===== config.mk =====
export PLATFORM = sky130hd
export DESIGN_NAME = tap_window_sel
export DESIGN_NICKNAME = d
export VERILOG_FILES = /design/src/rtl/tws_pkg.sv /design/src/rtl/tws_rst_sync.sv /design/src/rtl/tws_merge.sv /design/src/rtl/tws_scan.sv /design/src/rtl/tws_pick.sv /design/src/rtl/tap_window_sel.sv
export SDC_FILE = /design/constraint.sdc
export NUM_CORES = 1
export LEC_CHECK = 0
export ABC_AREA = 1
export ABC_CLOCK_PERIOD_IN_PS = 4970
export BUFFER_PORTS_ARGS = -buffer_cell sky130_fd_sc_hd__buf_2
export CORE_UTILIZATION = 40
export CTS_CLUSTER_SIZE = 14
export DETAILED_ROUTE_END_ITERATION = 8
export PLACE_DENSITY = 0.64
export SKIP_LAST_GASP = 1
export SYNTH_ARGS = -nofsm -noshare
export SYNTH_HDL_FRONTEND = slang
export SYNTH_HIERARCHICAL = 1
export SYNTH_SLANG_ARGS = --single-unit
export TNS_END_PERCENT = 50

===== constraint.sdc =====
create_clock -name clk -period 4.97 [get_ports clk]
set_input_delay 1.491 -clock clk [delete_from_list [all_inputs] [get_ports clk]]
set_output_delay 1.491 -clock clk [all_outputs]
set_load 0.05 [all_outputs]

===== src/rtl/tws_pkg.sv =====
package tws_pkg;
  typedef enum logic [1:0] {
    TWS_IDLE  = 2'd0,
    TWS_MERGE = 2'd1,
    TWS_SCAN  = 2'd2,
    TWS_FINAL = 2'd3
  } tws_state_e;
endpackage


===== src/rtl/tws_rst_sync.sv =====
module tws_rst_sync (
  input  logic clk,
  input  logic arst_n,
  output logic srst_n
);
  logic [1:0] sync_q;

  always_ff @(posedge clk or negedge arst_n) begin
    if (!arst_n) sync_q <= 2'b00;
    else         sync_q <= {sync_q[0], 1'b1};
  end

  assign srst_n = sync_q[1];
endmodule


===== src/rtl/tws_merge.sv =====
// Folds the two probe passes: a position survives only if its twin passed too.
module tws_merge #(
  parameter  int MAX_TAPS = 8,
  localparam int BMW      = 2 * MAX_TAPS,
  localparam int NW       = $clog2(MAX_TAPS + 1)
) (
  input  logic [BMW-1:0] raw_i,
  input  logic [NW-1:0]  n_i,
  output logic [BMW-1:0] merged_o
);
  logic [BMW-1:0] twin_up;
  logic [BMW-1:0] twin_dn;
  logic [NW:0]    lo_lim;
  logic [NW:0]    hi_lim;

  assign twin_up = raw_i >> n_i;
  assign twin_dn = raw_i << n_i;
  assign lo_lim  = {1'b0, n_i};
  assign hi_lim  = {n_i, 1'b0};

  for (genvar g = 0; g < BMW; g++) begin : g_pos
    localparam logic [NW:0] POS = (NW + 1)'(g);
    logic in_lo;
    logic in_hi;
    assign in_lo = POS < lo_lim;
    assign in_hi = POS < hi_lim;
    assign merged_o[g] = in_lo ? (raw_i[g] & twin_up[g]) :
                         in_hi ? (raw_i[g] & twin_dn[g]) : 1'b0;
  end
endmodule


===== src/rtl/tws_scan.sv =====
// Run-length tracker: one bitmap position per enabled cycle.
module tws_scan #(
  parameter  int MAX_TAPS = 8,
  localparam int IW       = $clog2(2 * MAX_TAPS + 1)
) (
  input  logic          clk,
  input  logic          rst_n,
  input  logic          clr_i,
  input  logic          en_i,
  input  logic          bit_i,
  input  logic [IW-1:0] idx_i,
  output logic [IW-1:0] run_o,
  output logic [IW-1:0] best_cnt_o,
  output logic [IW-1:0] best_start_o
);
  logic [IW-1:0] run_q,   run_d;
  logic [IW-1:0] cnt_q,   cnt_d;
  logic [IW-1:0] start_q, start_d;

  always_comb begin
    run_d   = run_q;
    cnt_d   = cnt_q;
    start_d = start_q;
    if (clr_i) begin
      run_d   = '0;
      cnt_d   = '0;
      start_d = '0;
    end else if (en_i) begin
      if (bit_i) begin
        run_d = run_q + IW'(1);
      end else begin
        if (run_q > cnt_q) begin
          cnt_d   = run_q;
          start_d = idx_i - run_q;
        end
        run_d = '0;
      end
    end
  end

  always_ff @(posedge clk or negedge rst_n) begin
    if (!rst_n) begin
      run_q   <= '0;
      cnt_q   <= '0;
      start_q <= '0;
    end else begin
      run_q   <= run_d;
      cnt_q   <= cnt_d;
      start_q <= start_d;
    end
  end

  assign run_o        = run_q;
  assign best_cnt_o   = cnt_q;
  assign best_start_o = start_q;
endmodule


===== src/rtl/tws_pick.sv =====
// Closes a run that reaches the last position and derives the centre tap.
module tws_pick #(
  parameter  int MAX_TAPS = 8,
  parameter  int MIN_RUN  = 3,
  localparam int NW       = $clog2(MAX_TAPS + 1),
  localparam int IW       = $clog2(2 * MAX_TAPS + 1),
  localparam int TW       = $clog2(MAX_TAPS),
  localparam int SW       = IW + 2
) (
  input  logic [NW-1:0] n_i,
  input  logic          half_i,
  input  logic [IW-1:0] run_i,
  input  logic [IW-1:0] best_cnt_i,
  input  logic [IW-1:0] best_start_i,
  output logic [TW-1:0] tap_o,
  output logic          ok_o
);
  logic          tail_wins;
  logic [IW-1:0] cnt;
  logic [IW-1:0] st;
  logic [SW-1:0] span;
  logic [SW-1:0] sum;
  logic [SW-1:0] mid;
  logic [SW-1:0] md;
  logic [SW-1:0] n_ext;
  logic [TW-1:0] tap_full;

  always_comb begin
    n_ext     = SW'(n_i);
    span      = n_ext + n_ext;
    tail_wins = run_i > best_cnt_i;
    cnt       = tail_wins ? run_i : best_cnt_i;
    st        = tail_wins ? IW'(span - SW'(run_i)) : best_start_i;
    sum       = SW'(st) + SW'(st) + SW'(cnt) - SW'(1);
    mid       = sum >> 1;
    md        = (mid >= n_ext) ? (mid - n_ext) : mid;
    tap_full  = TW'(md);
    tap_o     = half_i ? (tap_full >> 1) : tap_full;
    ok_o      = cnt >= IW'(MIN_RUN);
  end
endmodule


===== src/rtl/tap_window_sel.sv =====
module tap_window_sel #(
  parameter  int MAX_TAPS = 8,
  parameter  int MIN_RUN  = 3,
  localparam int BMW      = 2 * MAX_TAPS,
  localparam int NW       = $clog2(MAX_TAPS + 1),
  localparam int IW       = $clog2(2 * MAX_TAPS + 1),
  localparam int TW       = $clog2(MAX_TAPS)
) (
  input  logic           clk,
  input  logic           rst_n,
  input  logic           start_i,
  input  logic [NW-1:0]  tap_count_i,
  input  logic           hs400_4tap_i,
  input  logic [BMW-1:0] bitmap_i,
  input  logic           retune_err_set_i,
  output logic           busy_o,
  output logic           done_o,
  output logic           err_o,
  output logic [TW-1:0]  tap_set_o,
  output logic           retune_en_o,
  output logic           retune_err_o
);
  import tws_pkg::*;

  logic           rst_sn;
  tws_state_e     state_q,  state_d;
  logic [BMW-1:0] raw_q,    raw_d;
  logic [BMW-1:0] merged_q, merged_d;
  logic [NW-1:0]  n_q,      n_d;
  logic           half_q,   half_d;
  logic [IW-1:0]  idx_q,    idx_d;
  logic [TW-1:0]  tap_q,    tap_d;
  logic           err_q,    err_d;
  logic           ren_q,    ren_d;
  logic           done_q,   done_d;
  logic           rerr_q,   rerr_d;

  logic           accept;
  logic [BMW-1:0] merged_w;
  logic [BMW-1:0] scan_sh;
  logic [IW-1:0]  last_idx;
  logic [IW-1:0]  run_w, best_cnt_w, best_start_w;
  logic [TW-1:0]  pick_tap;
  logic           pick_ok;
  logic           scan_clr, scan_en;

  tws_rst_sync u_rst (
    .clk    (clk),
    .arst_n (rst_n),
    .srst_n (rst_sn)
  );

  tws_merge #(.MAX_TAPS(MAX_TAPS)) u_merge (
    .raw_i    (raw_q),
    .n_i      (n_q),
    .merged_o (merged_w)
  );

  assign scan_clr = state_q == TWS_MERGE;
  assign scan_en  = state_q == TWS_SCAN;
  assign scan_sh  = merged_q >> idx_q;

  tws_scan #(.MAX_TAPS(MAX_TAPS)) u_scan (
    .clk          (clk),
    .rst_n        (rst_sn),
    .clr_i        (scan_clr),
    .en_i         (scan_en),
    .bit_i        (scan_sh[0]),
    .idx_i        (idx_q),
    .run_o        (run_w),
    .best_cnt_o   (best_cnt_w),
    .best_start_o (best_start_w)
  );

  tws_pick #(.MAX_TAPS(MAX_TAPS), .MIN_RUN(MIN_RUN)) u_pick (
    .n_i          (n_q),
    .half_i       (half_q),
    .run_i        (run_w),
    .best_cnt_i   (best_cnt_w),
    .best_start_i (best_start_w),
    .tap_o        (pick_tap),
    .ok_o         (pick_ok)
  );

  assign accept   = start_i && (state_q == TWS_IDLE);
  assign last_idx = IW'({n_q, 1'b0}) - IW'(1);

  always_comb begin
    state_d  = state_q;
    raw_d    = raw_q;
    merged_d = merged_q;
    n_d      = n_q;
    half_d   = half_q;
    idx_d    = idx_q;
    tap_d    = tap_q;
    err_d    = err_q;
    ren_d    = ren_q;
    done_d   = 1'b0;
    unique case (state_q)
      TWS_IDLE: begin
        if (accept) begin
          raw_d   = bitmap_i;
          n_d     = tap_count_i;
          half_d  = hs400_4tap_i;
          err_d   = 1'b0;
          ren_d   = 1'b0;
          state_d = TWS_MERGE;
        end
      end
      TWS_MERGE: begin
        merged_d = merged_w;
        idx_d    = '0;
        state_d  = TWS_SCAN;
      end
      TWS_SCAN: begin
        idx_d = idx_q + IW'(1);
        if (idx_q == last_idx) state_d = TWS_FINAL;
      end
      TWS_FINAL: begin
        done_d  = 1'b1;
        state_d = TWS_IDLE;
        if (pick_ok) begin
          tap_d = pick_tap;
          ren_d = 1'b1;
        end else begin
          err_d = 1'b1;
        end
      end
      default: state_d = TWS_IDLE;
    endcase

    if (accept)                rerr_d = 1'b0;
    else if (retune_err_set_i) rerr_d = 1'b1;
    else                       rerr_d = rerr_q;
  end

  always_ff @(posedge clk or negedge rst_sn) begin
    if (!rst_sn) begin
      state_q  <= TWS_IDLE;
      raw_q    <= '0;
      merged_q <= '0;
      n_q      <= '0;
      half_q   <= 1'b0;
      idx_q    <= '0;
      tap_q    <= '0;
      err_q    <= 1'b0;
      ren_q    <= 1'b0;
      done_q   <= 1'b0;
      rerr_q   <= 1'b0;
    end else begin
      state_q  <= state_d;
      raw_q    <= raw_d;
      merged_q <= merged_d;
      n_q      <= n_d;
      half_q   <= half_d;
      idx_q    <= idx_d;
      tap_q    <= tap_d;
      err_q    <= err_d;
      ren_q    <= ren_d;
      done_q   <= done_d;
      rerr_q   <= rerr_d;
    end
  end

  assign busy_o       = state_q != TWS_IDLE;
  assign done_o       = done_q;
  assign err_o        = err_q;
  assign tap_set_o    = tap_q;
  assign retune_en_o  = ren_q;
  assign retune_err_o = rerr_q;
endmodule


==> results by group, run 1 <==
Route
  – # DRC: 0
  – Drt total wl: 15.0 mm
  – 1st-iter DRT viols: around 480
  – First drt pass iteration count: 5
  – Via Count: about 5400
  – Vias per inst: 5.23
  – DRT antenna net count: 0
  – Routed len/inst: 14.5 µm

Power and ir drop
  – Power per cell area: 731 nW/µm²
  – Worst VDD drop: 0.000312 V
  – Leakage power: 0.00324 µW

Clocking
  – Clock Root Buffer: clkbuf_16
  – Sink Count: 68
  – CTS Buf Count: 9
  – Post-CTS setup buffers: 0
  – CTS tree: done
  – Post-CTS Resized: 0
  – Longest Clk Path Bufs: 2
  – Clk_lat worst skew: 350 ps
  – Hold-fix buffers, CTS: 0
  – Clock-pin slew on the worst setup and hold paths: 60 ps
  – Depth of the CTS H-tree: 3

Synth
  – Synth Area in Simple Gates: 39.3%
  – Synth Warn #: 6
  – Xor and xnor area share after synthesis: between 1 and 1.5%
  – Cell variety after synth: between 40 and 50
  – Seq cells post-synth: slightly below 70
  – Largest family of logic cells by synthesized area: simple AND/OR/NAND/NOR gates
  – Cell taking the most area after synthesis: dfrtp_1
  – Top_reg_cell synth: dfrtp_1
  – Top-area cell type share of the netlist area: between 20% and 30%
  – Post-Syn Area: approximately 5700 µm²
  – Synth top cells by count: nand2_1, nand3_1, inv_1
  – Area contributors post-synth: dfrtp_1, nand2_1, nand3_1
  – Adder-cell share of the synthesized area: 9.70%
  – Post-synthesis mux area share: under 10%
  – Cell with the most instances after synthesis: nand2_1
  – Synthesized area per cell: 6.97 µm²
  – Gate Count Post-Synth: between 800 and 900
  – Post-synth EDFFs: 0
  – Mapped Nets: 889
  – Async SR Flop Fraction: 100%
  – Compound-cell area share of the yosys netlist: ~8%
  – Seq/Total Area, Yosys: 29.7%

Placed design
  – DPL Wire Length: 10.8 mm
  – Placer's final routability congestion estimate: roughly 0.9
  – Cell Count Post-Placement: 1016
  – IO Port Bufs: 32

Floorplanning
  – Core Region: 13900 µm²
  – Initial Util: 41.1%
  – # IOs: 33
  – Die height: between 100 and 150 µm
  – Chip width: roughly 120 µm
  – Row count: 43
  – Die area: 14800 µm²

Final layout
  – Layout Cells excl Fill: ~1000
  – Final core utilization: 44.9%
  – Final antenna diode count: 0
  – Share of cells above drive strength 1: 13.6%
  – Layout Area Growth over Synthesis: 9.13%
  – Reg area: 1700 µm²
  – Filler cells: 1466
  – NumNets Final: 914
  – Multi-input combinational cell area: 3400 µm²

Worst setup path
  – CP required: 5250 ps
  – Slowest stage cell, crit path: dfrtp_1
  – Largest stage delay on the critical path: 510 ps
  – Critical Path Most Common Cell: nand2_1
  – WS Path Type: flop to flop
  – Critical Path End Type: flop
  – Cell Chain, Critical Path: ha_1 -> nand2_1 -> nor2_2 -> nand2_1 -> nand3_2 -> nand2_4 -> o21ai_0 -> inv_1 -> ha_1 -> inv_1 -> ha_1 -> fa_1 -> fa_1 -> a21oi_1 -> o21ai_0 -> nor3b_4 -> nand3_2 -> nand2_1 -> nand3_1 -> nand2_1 -> nand2_1 -> nand2_1
  – WP data arrival: between 4000 and 5000 ps
  – Flop-to-flop setup slack: 790 ps
  – Crit-path max FO: 10
  – Startpoint Class: flop

Timing
  – Max Slew Vio Count: 0
  – Accumulated negative setup slack: 0 ps
  – Fin crit period: approximately 4200 ps
  – Final Hold Fails: 0
  – Fmax: 240 MHz
  – Final setup skew: 13.2 ps
  – Final Setup Violations: 0
  – Max-slew headroom: 37.2%
  – Worst Max-Slew Pin Slew: 938 ps
  – RSZ-0062 raised after global routing: false
  – Fin crit share: 84.0%

Global routing
  – Grt ovf: 0
  – Largest net degree at the start of global routing: 67
  – Initial antenna violation count: 0
  – Number of global-route vias before repair: slightly above 5000
  – First-pass GRT wire length: 24.9 mm
  – Total track usage: 21.9%

Status
  – Status: finished, final reports clean

Hold path
  – Hold WC Path Type: flop to flop

Run
  – MaxCap Viol Count: 0
[power by group]
group	leakage [µW]	internal (µW)	switching, µW
combinational	0.00221	1020	1950
clock	0.000137	385	254
sequential	0.000892	740	215
total	0.00324	2150	2420
[per-stage QoR]
step	cell area [µm²]	power, µW	setup WS (ps)	hold slack [ps]
after floorplan	5730	3350	1110	331
after global placement	5960	3900	857	335
after detailed placement	5960	3900	809	336
after CTS	6250	4570	777	349
after global routing	6250	5030	479	369
final	6250	4570	795	349
[worst max-delay path: cells and delay by family, from the launching register on]
kind / cells / cell delay [ps]
adder cells (fa/ha/maj): 5 / 1800
AND/OR/NAND/NOR: 12 / 1180
flip-flops: 1 / 510
AO/OA/AOI/OAI: 3 / 480
buffers and inverters: 2 / 110
[worst paths after layout]
path | startpoint | depth (start not counted) | to
max | u_scan/run_o[2] | 22 | tap_set_o[1]
min | u_rst/sync_q[0] | 0 | u_rst/sync_q[1]
max reg2reg | u_scan/run_o[2] | 22 | tap_set_o[1]
min reg2reg | u_rst/sync_q[0] | 0 | u_rst/sync_q[1]
max in group asynchronous | rst_n | 1 | u_rst/sync_q[1]
min in group asynchronous | u_rst/sync_q[1] | 1 | merged_q[4]
[layer usage]
metal | share of wire [%] | track usage (%)
met2 | 47 | 34.7
met4 | 2.9 | 10.3
met1 | 45 | 28.5
met5 | 0 | 0
met3 | 5.3 | 4.31
[flip-flops by register name, indices dropped and copies added, names as in the netlist]
| name | cells |
|---|---|
| u_scan/best_start_o | 5 |
| state_q | 2 |
| idx_q | 5 |
| retune_err_o | 1 |
| u_scan/best_cnt_o | 5 |
| retune_en_o | 1 |
| u_rst/sync_q | 2 |
| err_o | 1 |
| u_scan/run_o | 5 |
| done_o | 1 |
| tap_set_o | 3 |
| raw_q | 16 |
| half_q | 1 |
| n_q | 4 |
| merged_q | 16 |
[final cells by class]
type	instances	area share, %
inverter	109	6.75
clock buffer	9	3.60
clock inverter	7	1.08
tap	180	3.60
timing repair buffer	38	3.28
multi-input combinational	621	54.4
sequential	68	27.2
[cell usage in the layout, fill, tap and decap left out, drive strengths merged, types with 2 or more instances in the layout]
master	count
nand2	292
nand3	128
inv	109
dfrtp	68
nor2	39
ha	38
buf	38
o21ai	34
a21oi	28
nand4	16
o211ai	10
clkbuf	9
mux2	6
xor2	5
nor3	4
fa	4
clkinv	3
clkinvlp	3
nand3b	3
xnor2	3
o22ai	2
a31oi	2
[cells by family after synthesis]
| group | after synthesis |
|---|---|
| compound gates | 79 |
| xor+xnor | 8 |
| fa+ha+maj | 42 |
| buf+inv | 133 |
| flops | 68 |
| mux | 6 |
| other cells | 1 |
| simple gates | 485 |
Note: power is estimated with default switching activity, not from simulation.
==> run 2, diff against run 1 <==
ABC_AREA = 0   (was 1)
ABC_CLOCK_PERIOD_IN_PS = 3700   (was 4970)
PLACE_DENSITY = 0.67   (was 0.64)
clock period = 3.7 ns   (was 4.97 ns; I/O delays follow)
==> run 2 against run 1 <==
Against the previous run:
- the flow now finishes with violations (setup timing)
- cell count down 27%
- global-route usage is 1.5 points lower
- count of clock-buffer cells in the layout rose by 1
- design area decreased by 0.98%
- critical path type unchanged
- highest routed layer unchanged
==> results by group, run 2 <==
Status
  – Status: complete, but fails checks (was finished, final reports clean)
  – Failing checks: setup timing

Placed design
  – Placer's final routability congestion estimate: 0.854 (was 0.922)
  – Dpl cell area: 5750 µm² (was 5960 µm²)
  – IO Port Bufs: 32 (unchanged)
  – DPL Wire Length: 9.33 mm (was 10.8 mm)
  – Cell Count Post-Placement: 732 (was 1016)

Route
  – Drt total wl: 12.5 mm (was 15.0 mm)
  – Vias per inst: 5.52 (was 5.23)
  – First drt pass iteration count: 5 (unchanged)
  – # DRC: 0 (unchanged)
  – Routed len/inst: 16.6 µm (was 14.5 µm)
  – 1st-iter DRT viols: 335 (was 475)
  – Via Count: 4185 (was 5396)
  – DRT antenna net count: 0 (unchanged)

Clocking
  – Sink Count: 68 (unchanged)
  – Hold-fix buffers, CTS: 0 (unchanged)
  – Clk_lat worst skew: 350 ps (about the same)
  – CTS tree: done (unchanged)
  – Clock Root Buffer: clkbuf_16 (unchanged)
  – Depth of the CTS H-tree: 3 (unchanged)
  – Clock-pin slew on the worst setup and hold paths: 60 ps (about the same)
  – Longest Clk Path Bufs: 2 (unchanged)
  – CTS Buf Count: 9 (unchanged)

Final layout
  – Final antenna diode count: 0 (unchanged)
  – Share of cells above drive strength 1: 31.6% (was 13.6%)
  – NumNets Final: 648 (was 914)
  – Reg area: 1710 µm² (was 1700 µm²)
  – Commonest non-fill, non-tap cell in the layout: dfrtp_1 (was nand2_1)
  – Final instance area: 6190 µm² (was 6250 µm²)
  – Multi-input combinational cell area: 3230 µm² (was 3400 µm²)
  – Layout Area Growth over Synthesis: 20.5% (was 9.13%)
  – Layout Cells excl Fill: 758 (was 1032)
  – Largest regs: merged_q x16, raw_q x16 (unchanged)
  – Filler cells: 1113 (was 1466)
  – Most frequent cells in the layout: dfrtp_1, inv_1, buf_4 (was nand2_1, nand3_1, inv_1)

Global routing
  – Grt ovf: 0 (unchanged)
  – Number of global-route vias before repair: 4167 (was 5100)
  – First-pass GRT wire length: 20.7 mm (was 24.9 mm)
  – Initial antenna violation count: 0 (unchanged)
  – Largest net degree at the start of global routing: 45 (was 67)
  – Total track usage: 20.4% (was 21.9%)

Worst setup path
  – R2R depth: 20 (was 22)
  – RR Endpoint: tap_set_o[1] (unchanged)
  – Startpoint Class: flop (unchanged)
  – CP required: 3930 ps (was 5250 ps)
  – Crit-path max FO: 6 (was 10)
  – Critical Path End Type: flop (unchanged)
  – WS Path Type: flop to flop (unchanged)
  – RR Startpoint: u_scan/run_o[4] (was u_scan/run_o[2])
  – Cell Chain, Critical Path: ha_4 -> buf_4 -> nand4_4 -> nor2_2 -> o32ai_4 -> nor2_1 -> buf_4 -> a21oi_1 -> inv_1 -> ha_4 -> fa_2 -> fa_2 -> a21o_1 -> a21o_1 -> a21oi_2 -> nand2_1 -> or4_4 -> nand2_4 -> mux4_2 -> mux2_4 (was ha_1 -> nand2_1 -> nor2_2 -> nand2_1 -> nand3_2 -> nand2_4 -> o21ai_0 -> inv_1 -> ha_1 -> inv_1 -> ha_1 -> fa_1 -> fa_1 -> a21oi_1 -> o21ai_0 -> nor3b_4 -> nand3_2 -> nand2_1 -> nand3_1 -> nand2_1 -> nand2_1 -> nand2_1)
  – WP data arrival: 5110 ps (was 4450 ps)
  – Flop-to-flop setup slack: -1180 ps (was 790 ps)
  – Largest stage delay on the critical path: 500 ps (was 510 ps)
  – Slowest stage cell, crit path: mux4_2 (was dfrtp_1)

Power and ir drop
  – Int Pwr: 3070 µW (was 2150 µW)
  – Worst VDD drop: 0.000490 V (was 0.000312 V)
  – Leakage power: 0.00289 µW (was 0.00324 µW)
  – Final Power: 5360 µW (was 4570 µW)
  – Switch share: 42.8% (was 53.0%)
  – Sequential Power Share: 24.2% (was 20.9%)
  – NetSw: 2300 µW (was 2420 µW)
  – Combinational share of power: 59.3% (was 65.1%)
  – Power per cell area: 866 nW/µm² (was 731 nW/µm²)
  – Clock share of power: 16.5% (was 14.0%)

Synth
  – Post-synth EDFFs: 0 (unchanged)
  – Cell variety after synth: 65 (was 44)
  – Seq cells post-synth: 68 (unchanged)
  – Mapped Nets: 581 (was 889)
  – Seq/Total Area, Yosys: 33.1% (was 29.7%)
  – Async SR Flop Fraction: 100% (unchanged)
  – Top-area cell type share of the netlist area: 33.1% (was 29.7%)
  – Area contributors post-synth: dfrtp_1, mux2_2, ha_1 (was dfrtp_1, nand2_1, nand3_1)
  – Top_reg_cell synth: dfrtp_1 (unchanged)
  – Cell taking the most area after synthesis: dfrtp_1 (unchanged)
  – Synth top cells by count: dfrtp_1, inv_1, mux2_2 (was nand2_1, nand3_1, inv_1)
  – Synth Warn #: 6 (unchanged)
  – Post-Syn Area: 5140 µm² (was 5730 µm²)
  – Cell with the most instances after synthesis: dfrtp_1 (was nand2_1)
  – Gate Count Post-Synth: 514 (was 822)
  – Synthesized area per cell: 9.99 µm² (was 6.97 µm²)

Floorplanning
  – Die area: 13300 µm² (was 14800 µm²)
  – Row count: 41 (was 43)
  – Core Region: 12600 µm² (was 13900 µm²)
  – Chip width: 115 µm (was 122 µm)
  – Die height: 115 µm (was 122 µm)
  – Initial Util: 40.9% (was 41.1%)
  – # IOs: 33 (unchanged)

Timing
  – Fin crit share: 132% (was 84.0%)
  – Final Setup Violations: 3 (was 0)
  – Accumulated negative setup slack: -3190 ps (was 0 ps)
  – Max Slew Vio Count: 0 (unchanged)
  – Fin crit period: 4880 ps (was 4180 ps)
  – RSZ-0062 raised after global routing: true (was false)
  – Max-slew headroom: 34.1% (was 37.2%)
  – Fmax: 205 MHz (was 240 MHz)
  – Final WS setup: -1180 ps (was 795 ps)
  – Worst Max-Slew Pin Slew: 989 ps (was 938 ps)
  – Final Hold Fails: 0 (unchanged)
  – Final setup skew: 5.00 ps (was 13.2 ps)

Hold path
  – Hold Path Cell Cnt: 0 (unchanged)
  – Worst hold path startpoint: u_rst/sync_q[0] (unchanged)
  – Hold Path End: u_rst/sync_q[1] (unchanged)
  – Hold WC Path Type: flop to flop (unchanged)

Run
  – MaxCap Viol Count: 0 (unchanged)
-- run 2: logic make-up (layout without fill, tap and decap cells) --
| logic type | count (synthesis) | in the layout | share of synthesized area, % |
|---|---|---|---|
| buffers and inverters | 77 | 149 | 6.28 |
| XOR/XNOR | 13 | 13 | 2.48 |
| AND/OR/NAND/NOR | 118 | 118 | 12.2 |
| multiplexers | 84 | 84 | 20.8 |
| flip-flops | 68 | 68 | 33.1 |
| other | 1 | 1 | 0.0730 |
| AO/OA/AOI/OAI | 111 | 111 | 14.2 |
| adder cells (fa/ha/maj) | 42 | 42 | 10.8 |
-- run 2: layer usage --
| metal | global-route usage (%) | vias up | share of wire (%) |
|---|---|---|---|
| li1 | - | 1973 | - |
| met1 | 26.7 | 2055 | 45 |
| met2 | 32.8 | 125 | 48 |
| met3 | 3.37 | 32 | 4.3 |
| met4 | 9.70 | 0 | 2.7 |
| met5 | 0 | - | 0 |
-- run 2: through the flow --
| stage | utilization [%] | setup WS [ps] | hold WS, ps |
|---|---|---|---|
| after global routing | 49.2 | -1320 | 356 |
| after global placement | 45.8 | -1040 | 343 |
| after CTS | 49.0 | -1130 | 355 |
| after detailed placement | 45.8 | -1240 | 342 |
| final | 49.2 | -1180 | 353 |
| after floorplan | - | -1120 | 331 |
-- run 2: repair_timing --
item | 4_1_cts | 5_1_grt
resized for setup | 7 | 6
pin swaps | 11 | 5
buffers inserted | 9 | 1
endpoints found under the setup margin | 3 | 3
-- run 2: area by class of cell --
class	count	area share [%]
clock inverter	6	1.15
inverter	53	3.21
timing repair buffer	80	8.47
multi-input combinational	369	52.3
sequential	68	27.6
tap	172	3.48
clock buffer	10	3.86
-- run 2: power groups by stage --
stage | logic, µW | registers (µW) | clock network [µW]
6_report | 3180 | 1300 | 886
5_1_grt | 3460 | 1340 | 934
4_1_cts | 3100 | 1290 | 905
3_5_place_dp | 2980 | 1310 | 0
3_3_place_gp | 2870 | 1290 | 0
2_1_floorplan | 2280 | 1230 | 0
-- run 2: worst max-delay path, delay by kind of cell, from the launching register on --
| kind | cells | cell delay [ps] |
|---|---|---|
| muxes | 2 | 780 |
| buffers and inverters | 3 | 400 |
| DFF | 1 | 420 |
| and+or+nand+nor | 6 | 850 |
| adders and majority gates | 4 | 1280 |
| AOI/OAI and AO/OA | 5 | 1030 |
-- run 2: worst max path at each step --
stage,depth (start not counted),start,endpoint,slack (ps)
final,20,u_scan/run_o[4],tap_set_o[1],-1180
after global routing,21,u_scan/best_cnt_o[4],tap_set_o[1],-1320
after CTS,19,u_scan/best_cnt_o[4],tap_set_o[1],-1130
after detailed placement,20,u_scan/best_cnt_o[4],tap_set_o[1],-1240
after global placement,20,u_scan/best_cnt_o[2],tap_set_o[1],-1040
after floorplan,19,u_scan/run_o[4],tap_set_o[1],-1120
